### config.mk
export PLATFORM = sky130hd
export DESIGN_NAME = simm_dram_ctrl
export DESIGN_NICKNAME = d
export VERILOG_FILES = /design/src/rtl/simm_dram_pkg.sv /design/src/rtl/simm_clk_div.sv /design/src/rtl/simm_refresh_timer.sv /design/src/rtl/simm_addr_mux.sv /design/src/rtl/simm_seq.sv /design/src/rtl/simm_dram_ctrl.sv
export SDC_FILE = /design/constraint.sdc
export NUM_CORES = 1
export LEC_CHECK = 0
export BUFFER_PORTS_ARGS = -buffer_cell sky130_fd_sc_hd__buf_2
export CORE_MARGIN = 2
export CORE_UTILIZATION = 48
export DETAILED_ROUTE_END_ITERATION = 7
export MAX_ROUTING_LAYER = met4
export PLACE_DENSITY_LB_ADDON = 0.05
export SLEW_MARGIN = 10
export SYNTH_ARGS = -nofsm -noshare
export SYNTH_HDL_FRONTEND = slang
export SYNTH_SLANG_ARGS = --single-unit
### constraint.sdc
create_clock -name clk -period 3.85 [get_ports clk]
set_input_delay 0.1925 -clock clk [delete_from_list [all_inputs] [get_ports clk]]
set_output_delay 0.1925 -clock clk [all_outputs]
set_load 0.005 [all_outputs]
### src/rtl/simm_dram_pkg.sv
package simm_dram_pkg;

    localparam int DEF_ADDR_W   = 22;
    localparam int DEF_REF_CYC  = 499;

    typedef enum logic [3:0] {
        ST_IDLE,
        ST_ROW,
        ST_COL,
        ST_ACK,
        ST_PRE1,
        ST_PRE2,
        ST_RF_CAS,
        ST_RF_RAS,
        ST_RF_HOLD
    } seq_state_e;

    typedef struct packed {
        logic       ras_n;
        logic [1:0] cas_n;
        logic       we_n;
        logic       col_sel;
    } dram_ctl_t;

    localparam dram_ctl_t CTL_QUIET = '{ras_n: 1'b1, cas_n: 2'b11, we_n: 1'b1, col_sel: 1'b0};

    function automatic dram_ctl_t ctl_for(input seq_state_e st, input logic rd,
                                          input logic [1:0] lanes_n);
        dram_ctl_t c;
        c = CTL_QUIET;
        case (st)
            ST_ROW: begin
                c.ras_n = 1'b0;
                c.we_n  = rd;
            end
            ST_COL, ST_ACK: begin
                c.ras_n   = 1'b0;
                c.cas_n   = lanes_n;
                c.we_n    = rd;
                c.col_sel = 1'b1;
            end
            ST_RF_CAS: c.cas_n = 2'b00;
            ST_RF_RAS, ST_RF_HOLD: begin
                c.ras_n = 1'b0;
                c.cas_n = 2'b00;
            end
            default: c = CTL_QUIET;
        endcase
        return c;
    endfunction

endpackage

### src/rtl/simm_clk_div.sv
module simm_clk_div (
    input  logic clk,
    input  logic rst,
    output logic cpu_clk
);
    logic half_q;

    always_ff @(posedge clk) begin
        if (rst) half_q <= 1'b0;
        else     half_q <= ~half_q;
    end

    assign cpu_clk = half_q;

    // processor clock inverts on every fast edge once out of reset
    a_r1_clk_toggles: assert property (@(posedge clk) disable iff (rst)
        !rst |=> (cpu_clk != $past(cpu_clk)));
endmodule

### src/rtl/simm_refresh_timer.sv
module simm_refresh_timer #(
    parameter int PERIOD = simm_dram_pkg::DEF_REF_CYC
) (
    input  logic clk,
    input  logic rst,
    input  logic ack,
    output logic req
);
    localparam int CNT_W = (PERIOD > 2) ? $clog2(PERIOD) : 1;
    localparam logic [CNT_W-1:0] LAST = CNT_W'(PERIOD - 1);

    logic [CNT_W-1:0] cnt_q;
    logic             req_q;

    always_ff @(posedge clk) begin
        if (rst) begin
            cnt_q <= '0;
            req_q <= 1'b0;
        end else begin
            if (cnt_q == LAST) cnt_q <= '0;
            else               cnt_q <= cnt_q + 1'b1;
            if (cnt_q == LAST) req_q <= 1'b1;
            else if (ack)      req_q <= 1'b0;
        end
    end

    assign req = req_q;

    // a pending refresh is kept until the sequencer takes it
    a_r9_req_held: assert property (@(posedge clk) disable iff (rst)
        (req && !ack) |=> req);
endmodule

### src/rtl/simm_addr_mux.sv
module simm_addr_mux #(
    parameter int ADDR_W = simm_dram_pkg::DEF_ADDR_W
) (
    input  logic [ADDR_W-1:0]   addr,
    input  logic                col_sel,
    output logic [ADDR_W/2-1:0] mux_addr
);
    localparam int MA_W = ADDR_W / 2;

    logic [MA_W-1:0] row_bits;
    logic [MA_W-1:0] col_bits;

    for (genvar i = 0; i < MA_W; i++) begin : g_fold
        assign row_bits[i] = addr[2*i];
        assign col_bits[i] = addr[2*i+1];
    end

    assign mux_addr = col_sel ? col_bits : row_bits;
endmodule

### src/rtl/simm_seq.sv
module simm_seq
    import simm_dram_pkg::*;
#(
    parameter int ADDR_W = DEF_ADDR_W
) (
    input  logic              clk,
    input  logic              rst,
    input  logic              as_n,
    input  logic              dram_sel,
    input  logic              uds_n,
    input  logic              lds_n,
    input  logic              rd_wr_n,
    input  logic [ADDR_W-1:0] addr,
    input  logic              ref_req,
    output logic              ref_ack,
    output dram_ctl_t         ctl,
    output logic [ADDR_W-1:0] addr_lat,
    output logic              dtack_n
);
    seq_state_e        st_q, st_d;
    dram_ctl_t         ctl_q;
    logic [ADDR_W-1:0] addr_q;
    logic              rd_q;
    logic [1:0]        lanes_q;
    logic              acc_go;
    logic              take_acc;

    assign acc_go = !as_n && dram_sel && (!uds_n || !lds_n);

    always_comb begin
        st_d    = st_q;
        ref_ack = 1'b0;
        case (st_q)
            ST_IDLE, ST_PRE2: begin
                if (ref_req) begin
                    st_d    = ST_RF_CAS;
                    ref_ack = 1'b1;
                end else if (acc_go) begin
                    st_d = ST_ROW;
                end else begin
                    st_d = ST_IDLE;
                end
            end
            ST_ROW:     st_d = ST_COL;
            ST_COL:     st_d = ST_ACK;
            ST_ACK:     st_d = as_n ? ST_PRE1 : ST_ACK;
            ST_PRE1:    st_d = ST_PRE2;
            ST_RF_CAS:  st_d = ST_RF_RAS;
            ST_RF_RAS:  st_d = ST_RF_HOLD;
            ST_RF_HOLD: st_d = ST_PRE1;
            default:    st_d = ST_IDLE;
        endcase
    end

    assign take_acc = (st_d == ST_ROW);

    always_ff @(posedge clk) begin
        if (rst) begin
            st_q    <= ST_IDLE;
            ctl_q   <= CTL_QUIET;
            addr_q  <= '0;
            rd_q    <= 1'b1;
            lanes_q <= 2'b11;
        end else begin
            st_q <= st_d;
            if (take_acc) begin
                addr_q  <= addr;
                rd_q    <= rd_wr_n;
                lanes_q <= {uds_n, lds_n};
                ctl_q   <= ctl_for(st_d, rd_wr_n, {uds_n, lds_n});
            end else begin
                ctl_q   <= ctl_for(st_d, rd_q, lanes_q);
            end
        end
    end

    assign ctl      = ctl_q;
    assign addr_lat = addr_q;
    assign dtack_n  = !((st_q == ST_ACK) && !as_n);

    // write enable is low only inside a RAS-low window
    a_r6_we_inside_ras: assert property (@(posedge clk) disable iff (rst)
        !ctl_q.we_n |-> !ctl_q.ras_n);

    // once RAS rises it stays high for the next cycle too
    a_r8_ras_precharge: assert property (@(posedge clk) disable iff (rst)
        $rose(ctl_q.ras_n) |=> ctl_q.ras_n);

    // CAS falls either after RAS (access) or alone on both lanes (refresh)
    a_r4_cas_order: assert property (@(posedge clk) disable iff (rst)
        (ctl_q.cas_n != 2'b11 && $past(ctl_q.cas_n) == 2'b11) |->
        (!$past(ctl_q.ras_n) || (ctl_q.ras_n && ctl_q.cas_n == 2'b00)));

    // acknowledge only while an access holds RAS and a CAS lane low
    a_r7_dtack_in_access: assert property (@(posedge clk) disable iff (rst)
        !dtack_n |-> (!ctl_q.ras_n && ctl_q.cas_n != 2'b11 && ctl_q.col_sel));

    // a refresh never starts while RAS is low
    a_r10_refresh_when_idle: assert property (@(posedge clk) disable iff (rst)
        ref_ack |-> ctl_q.ras_n);
endmodule

### src/rtl/simm_dram_ctrl.sv
module simm_dram_ctrl
    import simm_dram_pkg::*;
#(
    parameter int ADDR_W         = DEF_ADDR_W,
    parameter int REFRESH_CYCLES = DEF_REF_CYC
) (
    input  logic                clk,
    input  logic                rst,
    input  logic                as_n,
    input  logic                dram_sel,
    input  logic                uds_n,
    input  logic                lds_n,
    input  logic                rd_wr_n,
    input  logic [ADDR_W-1:0]   addr,
    output logic                cpu_clk,
    output logic                dtack_n,
    output logic                ras_n,
    output logic [1:0]          cas_n,
    output logic                we_n,
    output logic [ADDR_W/2-1:0] dram_addr
);
    localparam int MA_W = ADDR_W / 2;

    logic              ref_req;
    logic              ref_ack;
    dram_ctl_t         ctl;
    logic [ADDR_W-1:0] addr_lat;
    logic [MA_W-1:0]   mux_addr;

    simm_clk_div u_div (
        .clk     (clk),
        .rst     (rst),
        .cpu_clk (cpu_clk)
    );

    simm_refresh_timer #(.PERIOD(REFRESH_CYCLES)) u_ref (
        .clk (clk),
        .rst (rst),
        .ack (ref_ack),
        .req (ref_req)
    );

    simm_seq #(.ADDR_W(ADDR_W)) u_seq (
        .clk      (clk),
        .rst      (rst),
        .as_n     (as_n),
        .dram_sel (dram_sel),
        .uds_n    (uds_n),
        .lds_n    (lds_n),
        .rd_wr_n  (rd_wr_n),
        .addr     (addr),
        .ref_req  (ref_req),
        .ref_ack  (ref_ack),
        .ctl      (ctl),
        .addr_lat (addr_lat),
        .dtack_n  (dtack_n)
    );

    simm_addr_mux #(.ADDR_W(ADDR_W)) u_mux (
        .addr     (addr_lat),
        .col_sel  (ctl.col_sel),
        .mux_addr (mux_addr)
    );

    assign ras_n     = ctl.ras_n;
    assign cas_n     = ctl.cas_n;
    assign we_n      = ctl.we_n;
    assign dram_addr = mux_addr;
endmodule

# Word level (Yosys, flattened, before mapping)
# Cells that the tools add are included.
[word_totals] input_bits=29 ff_bits=45 out_inout_bits=17 elab_cells=58
[classes] reduce_logical=15 mux=15 add_sub_neg=1 bitwise_logic=1 n_eq_ne=15
[ops] cell="4-bit case mux with 8 select lines" count=1
[ops] cell="4-bit by 3-bit == test with 1-bit output (second input constant)" count=6
[ops] cell="4-bit by 2-bit == test with 1-bit output (second input constant)" count=4
[ops] cell="11-bit 2-to-1 mux" count=1
[ops] cell="9-bit by 1-bit adder with 9-bit output (second input constant)" count=1
[ops] cell="9-bit == test (second input constant)" count=1
[ops] cell="4-bit by 1-bit == test with 1-bit output (second input constant)" count=2
[ops] cell="4-bit == test (second input constant)" count=2
[ops] cell="1-bit 2-to-1 mux" count=8
[ops] cell="2-bit case mux with 2 select lines" count=2
[ops] cell="2-bit OR reduction" count=3
[ops] cell="5-bit 2-to-1 mux" count=1
[ops] cell="1-bit logical NOT" count=4
[ops] cell="4-bit logical NOT" count=1
[ops] cell="4-bit 2-to-1 mux" count=1
[ops] cell="4-bit OR reduction" count=1
[ops] cell="1-bit logical AND" count=3
[ops] cell="3-bit 2-to-1 mux" count=1
[ops] cell="3-bit OR reduction" count=1
[ops] cell="2-bit nonzero test" count=1
[ops] cell="1-bit logical OR" count=1
[ops] cell="1-bit inverter" count=1

# Logic depth before layout (Yosys ltp)
# Gate-level depths: netlist of run 1.
[depth] word_depth=10 depth_mapped=6 mapped_depth_nobuf=6

# By module
# Synthesis of run 1 repeated with hierarchy kept, for this count alone.
[unflattened] cells_unflattened=238 hier_area_um2=2248.4
[modules_own_cells] mod="simm_seq" area_per_inst_um2=1576.5 n_inst=1 seq_area_each_um2=680.7 cells_each=172
[modules_own_cells] mod="simm_refresh_timer" area_per_inst_um2=475.5 n_inst=1 seq_area_each_um2=200.2 cells_each=52
[modules_own_cells] mod="simm_addr_mux" area_per_inst_um2=172.7 n_inst=1 seq_area_each_um2=0.0 cells_each=12
[modules_own_cells] mod="simm_clk_div" area_per_inst_um2=23.8 n_inst=1 seq_area_each_um2=20.0 cells_each=2

# Worst setup path after synthesis of run 1
# Ideal clock, no wire load.
[synth_timing] path_type="flip-flop to flip-flop" start="register u_seq.st_q[0]" end="register u_seq.addr_q[10] (netlist: u_seq.addr_lat[10])" setup_slack_ns=2.361 path_buffers=2 arrival_ns=1.418 stages_incl_launch_ff=7 t_required_ns=3.778 period_less_slack_ns=1.489 cell_sequence="dfxtp_1 > and2b_4 > nor4_4 > and4_4 > buf_12 > buf_12 > mux2i_1"
[synth_between] elab_chain_len=4
[synth_rtl] item="start: declaration" line="simm_seq.sv:20" text="seq_state_e st_q, st_d;"
[synth_rtl] item="start signal: assignment" line="simm_seq.sv:65" text="st_q <= st_d;"
[synth_rtl] item="4-bit by 3-bit == test with 1-bit output or 4-bit logical NOT (tied branches)" line="simm_seq.sv:33" text="case (st_q)"
[synth_rtl] item="2-bit OR reduction" line="simm_seq.sv:33"
[synth_rtl] item="4-bit case mux with 8 select lines *" line="simm_seq.sv:33"
[synth_rtl] item="4-bit by 1-bit == test with 1-bit output *" line="simm_seq.sv:55" text="assign take_acc = (st_d == ST_ROW);"
[synth_rtl] item="end signal: assignment" line="simm_seq.sv:67" text="addr_q <= addr;"
[synth_rtl] item="end: declaration" line="simm_seq.sv:22" text="logic [ADDR_W-1:0] addr_q;"
# Mark *: on every way between the ends. The rest lies on a longest branch, timed or not.
# A chain may end at the register's enable or synchronous reset.

# Final worst setup path of run 1
[layout_timing] start="register u_seq.st_q[2]" end="register u_seq.addr_q[4] (netlist: u_seq.addr_lat[4])"
# Same word-level chain as after synthesis.

==> results.sh, run 1 <==
export IMPL_tightestPinTransition_ns=0.842
export IMPL_finalCriticalPeriod_ns=1.76
export IMPL_hold_ws_ns=0.160
export IMPL_grtUsageTotal=0.160
export IMPL_ys_ff_latch=45
export IMPL_cts_setup_buffers=0
export IMPL_p_seq_frac=0.564
export IMPL_synthesis_area_mm2=0.00215
export IMPL_final_area_mm2=0.00242
export IMPL_via_count=1567
export IMPL_cts_buffers=5
export IMPL_postRouteAntennaNets=0
export IMPL_tns_ns=0
export IMPL_power_share_switching=0.241
export IMPL_vias_per_cell=5.02
export IMPL_clk_latency_ns=0.29
export IMPL_p_comb_frac=0.133
export IMPL_antenna_found_initial=0
export IMPL_max_stage_delay_ns=0.58
export IMPL_ir_drop_mv=0.302
export IMPL_hp_class="in -> reg"
export IMPL_status="completed"
export IMPL_finalNetCount=290
export IMPL_powerDensity_mw_per_mm2=374
export IMPL_path_cells="nor2b_2 > nor4_4 > and4_4 > mux2i_1"
export IMPL_crit_required_ns=4.06
export IMPL_drt_iter0_drc=75
export IMPL_crit_path_end_kind="flop"
export IMPL_cts_path_max_buffers=2
export IMPL_skew_ns=0.00550
export IMPL_die_area_mm2=0.00502
export IMPL_timing_final_crit_share=0.457
export IMPL_slew_headroom=0.439
export IMPL_dp_hpwl_mm=2.53
export IMPL_cts_root_buf="clkbuf_8"
export IMPL_start_util=0.497
export IMPL_synthArstFlopShare=0
export IMPL_start_kind="flop"
export IMPL_die_w_um=70.9
export IMPL_crit_fanout=26
export IMPL_max_freq_mhz=568
export IMPL_finalWirelength_mm=3.76
export IMPL_cts_resized=0
export IMPL_setup_viol=0
export IMPL_avgSynthCellArea_um2=9.76
export IMPL_criticalPathCategory="reg -> reg"
export IMPL_yosysWarnings=0
export IMPL_htreeDepth=2
export IMPL_tritoncts="yes"
export IMPL_yosys_cell_types_count=39
export IMPL_synth_seq_area_share=0.420
export IMPL_arrival_ns=1.97
export IMPL_syn_nets=251
export IMPL_synthCells=220
export IMPL_fp_dieH_um=70.9
export IMPL_antenna_cells=0
export IMPL_rows=24
export IMPL_ys_flop_type="dfxtp_1"
export IMPL_fin_ws_ns=2.09
export IMPL_portBuffers=45
export IMPL_wire_per_inst_um=12.0
export IMPL_rsz0062_at_grt="false"
export IMPL_p_switching_uw=218
export IMPL_dr_pass1_iters=4
export IMPL_clkPwrFrac=0.303
export IMPL_drive_above_1_share=0.262
export IMPL_final_max_slew_viol_count=0
export IMPL_n_fill_cell=414
export IMPL_cp_slowest_cell="and4_4"
export IMPL_hold_viol=0
export IMPL_grt_max_degree=64
export IMPL_gr_total_overflow=0
export IMPL_placed_area_mm2=0.00234
export IMPL_grt_pass1_wl_mm=6.39
export IMPL_gp_congestion=0.808
export IMPL_cts_hold_fix_buffers=0
export IMPL_place_ws_ns=2.10
export IMPL_clock_sinks=45
export IMPL_synth_edf_count=0
export IMPL_maxCapViolations=0
export IMPL_grt_pass1_vias=1516
export IMPL_core_area_mm2=0.00432
export IMPL_drcViolationCount=0
export IMPL_cts_clk_slew_worst_paths_ns=0.08
export IMPL_p_leak_nw=0.976
export IMPL_syn2layout_area_growth_pct=12.6
export IMPL_p_int_uw=687
export IMPL_pin_count=46
[cells in the final DEF (no fill, tap or decap), types with 3 or more instances in the layout]
cell type   n
a21o_1      3
a21oi_1     5
buf_2      45
clkbuf_1    3
clkbuf_8    5
dfxtp_1    45
mux2_2     11
mux2i_1    25
nand2_1     8
nand2b_1   46
nand3_1     3
nor2_1     24
nor3_1      4
o21ai_0     3
[path summary, 6_finish.rpt]
path / startpoint / to / slack [ns] / depth (start not counted)
min reg2reg: u_div.cpu_clk / u_div.cpu_clk / 0.41 / 1
max reg2reg: u_seq.st_q[2] / u_seq.addr_lat[4] / 2.09 / 4
min: addr[16] / u_seq.addr_lat[16] / 0.16 / 3
max: u_seq.st_q[2] / u_seq.addr_lat[4] / 2.09 / 4
[synthesized netlist by cell type, types with 2 or more instances]
| cell | n | area (um^2) |
|---|---|---|
| ha_1 | 2 | 25.0 |
| a21oi_1 | 5 | 25.0 |
| nor3_1 | 4 | 20.0 |
| buf_2 | 2 | 10.0 |
| nand2_1 | 8 | 30.0 |
| and4_1 | 2 | 17.5 |
| dfxtp_1 | 45 | 901 |
| nor2_1 | 24 | 90.1 |
| xor2_1 | 2 | 17.5 |
| nand3_1 | 3 | 15.0 |
| nand2b_1 | 46 | 288 |
| a31oi_1 | 2 | 12.5 |
| a21o_1 | 3 | 22.5 |
| o21ai_0 | 3 | 15.0 |
| mux2_2 | 11 | 124 |
| mux2i_1 | 25 | 250 |
| clkbuf_1 | 8 | 30.0 |
| xnor2_1 | 2 | 17.5 |
| buf_12 | 3 | 60.1 |
[registers in the layout, summed over array words and instances, names as in the netlist]
signal          cells
u_ref.req           1
u_seq.st_q          4
u_seq.rd_q          1
u_seq.ctl           5
u_seq.addr_lat     22
u_seq.lanes_q       2
u_ref.cnt_q         9
u_div.cpu_clk       1
[stage by stage]
step / power (mW) / cells / util
CTS: 0.919 / 312 / 0.559
global route: 0.948 / 312 / 0.559
floorplan: 0.612 / 220 / -
detailed placement: 0.643 / 304 / 0.541
finish: 0.905 / 312 / 0.559
global placement: 0.643 / 304 / 0.541
[routing by layer]
metal  vias to the layer above  global-route usage  share of wire
li1                        827                   -              -
met1                       702               0.201           0.49
met2                        33               0.260           0.44
met3                         5              0.0370          0.053
met4                         0              0.0440          0.010
met5                         -                   -              0
[logic make-up after synthesis]
logic type               after synthesis  synth area share
AO/OA/AOI/OAI                         19            0.0583
XOR/XNOR                               4            0.0163
adder cells (fa/ha/maj)                2            0.0117
buffers and inverters                 14            0.0484
flip-flops                            45             0.420
multiplexers                          36             0.174
AND/OR/NAND/NOR                      100             0.272
[layout make-up]
class | count | area (um^2) | area share
clock buffers | 8 | 80.1 | 0.0331
well taps | 52 | 65.1 | 0.0269
multi-input cells | 161 | 1140 | 0.473
repair buffers | 45 | 225 | 0.0932
flip-flops and latches | 45 | 901 | 0.373
inverters | 1 | 3.75 | 0.00155
[power groups by stage]
| stage | logic [mW] | registers (mW) | clock network [mW] |
|---|---|---|---|
| floorplan | 0.100 | 0.512 | 0 |
| finish | 0.120 | 0.510 | 0.274 |
| global placement | 0.121 | 0.522 | 0 |
| detailed placement | 0.121 | 0.522 | 0 |
| CTS | 0.122 | 0.511 | 0.285 |
| global route | 0.135 | 0.514 | 0.299 |
[worst max-delay path: cells and delay by family, from the launching register on]
family | cells | cell delay (ns)
multiplexers | 1 | 0.25
flip-flops | 1 | 0.48
AND/OR/NAND/NOR | 3 | 0.95
Power figures use the tool's default switching activity.
==> run 2: changes to the inputs <==
==> constraint.sdc (replaced) <==
create_clock -name clk -period 1.6 [get_ports clk]
set_input_delay 0.08 -clock clk [delete_from_list [all_inputs] [get_ports clk]]
set_output_delay 0.08 -clock clk [all_outputs]
set_load 0.005 [all_outputs]
==> run 2 against run 1 <==
Critical path depth is the same; global-route usage increased by 0.62 points; routed wire length grew 4.0%; via count grew 2.4%; sequential power up 140%; worst setup slack got worse by 2.0 ns; sequential share of layout area down 2.5 points; utilization up 4.2 points; largest cell class unchanged; largest power group unchanged.
==> results.sh, run 2 (same netlist as run 1, synthesis figures left out) <==
export IMPL_start_kind="flop"
export IMPL_postRouteAntennaNets=0
export IMPL_cts_path_max_buffers=2
export IMPL_slew_headroom=0.629
export IMPL_criticalPathCategory="reg -> reg"
export IMPL_p_leak_nw=1.07
export IMPL_clk_latency_ns=0.29
export IMPL_tns_ns=0
export IMPL_cp_slowest_cell="a2111oi_1"
export IMPL_fp_dieH_um=70.9
export IMPL_max_freq_mhz=642
export IMPL_hold_viol=0
export IMPL_layout_common_cells="nand2b_1 (46), buf_2 (45), dfxtp_1 (42)"
export IMPL_finalWirelength_mm=3.91
export IMPL_rsz0062_at_grt="false"
export IMPL_finalNetCount=301
export IMPL_setup_viol=0
export IMPL_pin_count=46
export IMPL_crit_fanout=7
export IMPL_placed_area_mm2=0.00244
export IMPL_antenna_found_initial=0
export IMPL_drt_iter0_drc=63
export IMPL_gr_total_overflow=0
export IMPL_grtUsageTotal=0.166
export IMPL_grt_max_degree=49
export IMPL_crit_buf_inv=1
export IMPL_final_area_mm2=0.00260
export IMPL_die_area_mm2=0.00502
export IMPL_dr_pass1_iters=6
export IMPL_crit_path_end_kind="flop"
export IMPL_gp_congestion=0.832
export IMPL_drcViolationCount=0
export IMPL_htreeDepth=2
export IMPL_critPathTopFamily="compound AO/OA/AOI/OAI gates"
export IMPL_finalCriticalPeriod_ns=1.56
export IMPL_status="completed"
export IMPL_wire_per_inst_um=12.1
export IMPL_syn2layout_area_growth_pct=21.1
export IMPL_grt_pass1_wl_mm=6.56
export IMPL_powerDensity_mw_per_mm2=933
export IMPL_dp_hpwl_mm=2.77
export IMPL_timing_final_crit_share=0.974
export IMPL_final_common_cell="nand2b_1"
export IMPL_tightestPinTransition_ns=0.555
export IMPL_max_stage_delay_ns=0.51
export IMPL_n_fill_cell=388
export IMPL_tritoncts="yes"
export IMPL_die_w_um=70.9
export IMPL_antenna_cells=0
export IMPL_cts_buffers=5
export IMPL_core_area_mm2=0.00432
export IMPL_arrival_ns=1.79
export IMPL_hp_class="in -> reg"
export IMPL_ir_drop_mv=0.543
export IMPL_start_util=0.497
export IMPL_skew_ns=0.00335
export IMPL_maxCapViolations=0
export IMPL_ff_latch_area_um2=905
export IMPL_portBuffers=45
export IMPL_final_max_slew_viol_count=0
export IMPL_drive_above_1_share=0.310
export IMPL_multi_input_area_mm2=0.00115
export IMPL_crit_required_ns=1.83
export IMPL_clock_sinks=45
export IMPL_cts_root_buf="clkbuf_8"
export IMPL_vias_per_cell=4.97
export IMPL_cts_clk_slew_worst_paths_ns=0.08
export IMPL_path_cells="buf_4 > and4b_2 > a2111oi_1 > and3b_1"
export IMPL_via_count=1604
export IMPL_rows=24
export IMPL_grt_pass1_vias=1553
export IMPL_largest_reg_flops=22
run 2: changes by cell type in the layout (fill, tap and decap cells not counted):
cell | previous run | this run
buf_12 | 0 | 3
buf_4 | 0 | 7
bufinv_16 | 0 | 1
clkbuf_1 | 3 | 1
clkbuf_16 | 0 | 1
clkbuf_8 | 5 | 6
dfxtp_1 | 45 | 42
dfxtp_2 | 0 | 3
nor2b_2 | 1 | 0
nor2b_4 | 0 | 1
run 2: path summary, 6_finish.rpt:
| path | start | endpoint | slack [ns] | depth (start not counted) |
|---|---|---|---|---|
| max | u_seq.st_q[2] | u_seq.ctl[0] | 0.04 | 4 |
| min | addr[16] | u_seq.addr_lat[16] | 0.05 | 3 |
| max reg2reg | u_seq.st_q[2] | u_seq.ctl[0] | 0.04 | 4 |
| min reg2reg | u_div.cpu_clk | u_div.cpu_clk | 0.41 | 1 |
run 2: worst min-delay path, delay by kind of cell:
kind,cells,cell delay (ns)
buffers and inverters,1,0.10
and+or+nand+nor,1,0.05
muxes,1,0.06
run 2: layer usage:
| layer | part of all wire | vias to the layer above | track usage |
|---|---|---|---|
| li1 | - | 841 | - |
| met1 | 0.47 | 723 | 0.202 |
| met2 | 0.47 | 36 | 0.268 |
| met3 | 0.051 | 4 | 0.0499 |
| met4 | 0.0082 | 0 | 0.0482 |
| met5 | 0 | - | - |
run 2: through the flow:
stage / worst slack [ns] / util / hold slack, ns / cells / power (mW)
after floorplan: 0.111 / - / 0.235 / 220 / 1.47
after global placement: 0.0720 / 0.565 / 0.346 / 313 / 1.58
after detailed placement: 0.0662 / 0.565 / 0.350 / 313 / 1.58
after CTS: 0.0429 / 0.592 / 0.0381 / 321 / 2.45
after global routing: 0.00643 / 0.601 / 0.0466 / 323 / 2.56
final: 0.0414 / 0.601 / 0.0484 / 323 / 2.43
run 2: area by class of cell:
type | instances | area share
clock buffer | 7 | 0.0332
clock inverter | 1 | 0.0115
inverter | 1 | 0.00144
multi-input combinational | 161 | 0.441
sequential | 45 | 0.348
tap | 52 | 0.0250
timing repair buffer | 56 | 0.140
run 2: power by group:
part / switching [mW] / total [mW] / internal (mW)
sequential: 0.0355 / 1.22 / 1.18
clock: 0.348 / 0.856 / 0.509
combinational: 0.153 / 0.355 / 0.202
total: 0.536 / 2.43 / 1.89
run 2: timing repair:
| item | 4_1_cts | 5_1_grt |
|---|---|---|
| buffers inserted | 0 | 1 |
| hold buffers | 0 | 0 |
| gates resized for setup | 0 | 4 |
| endpoints found under the setup margin | 0 | 19 |
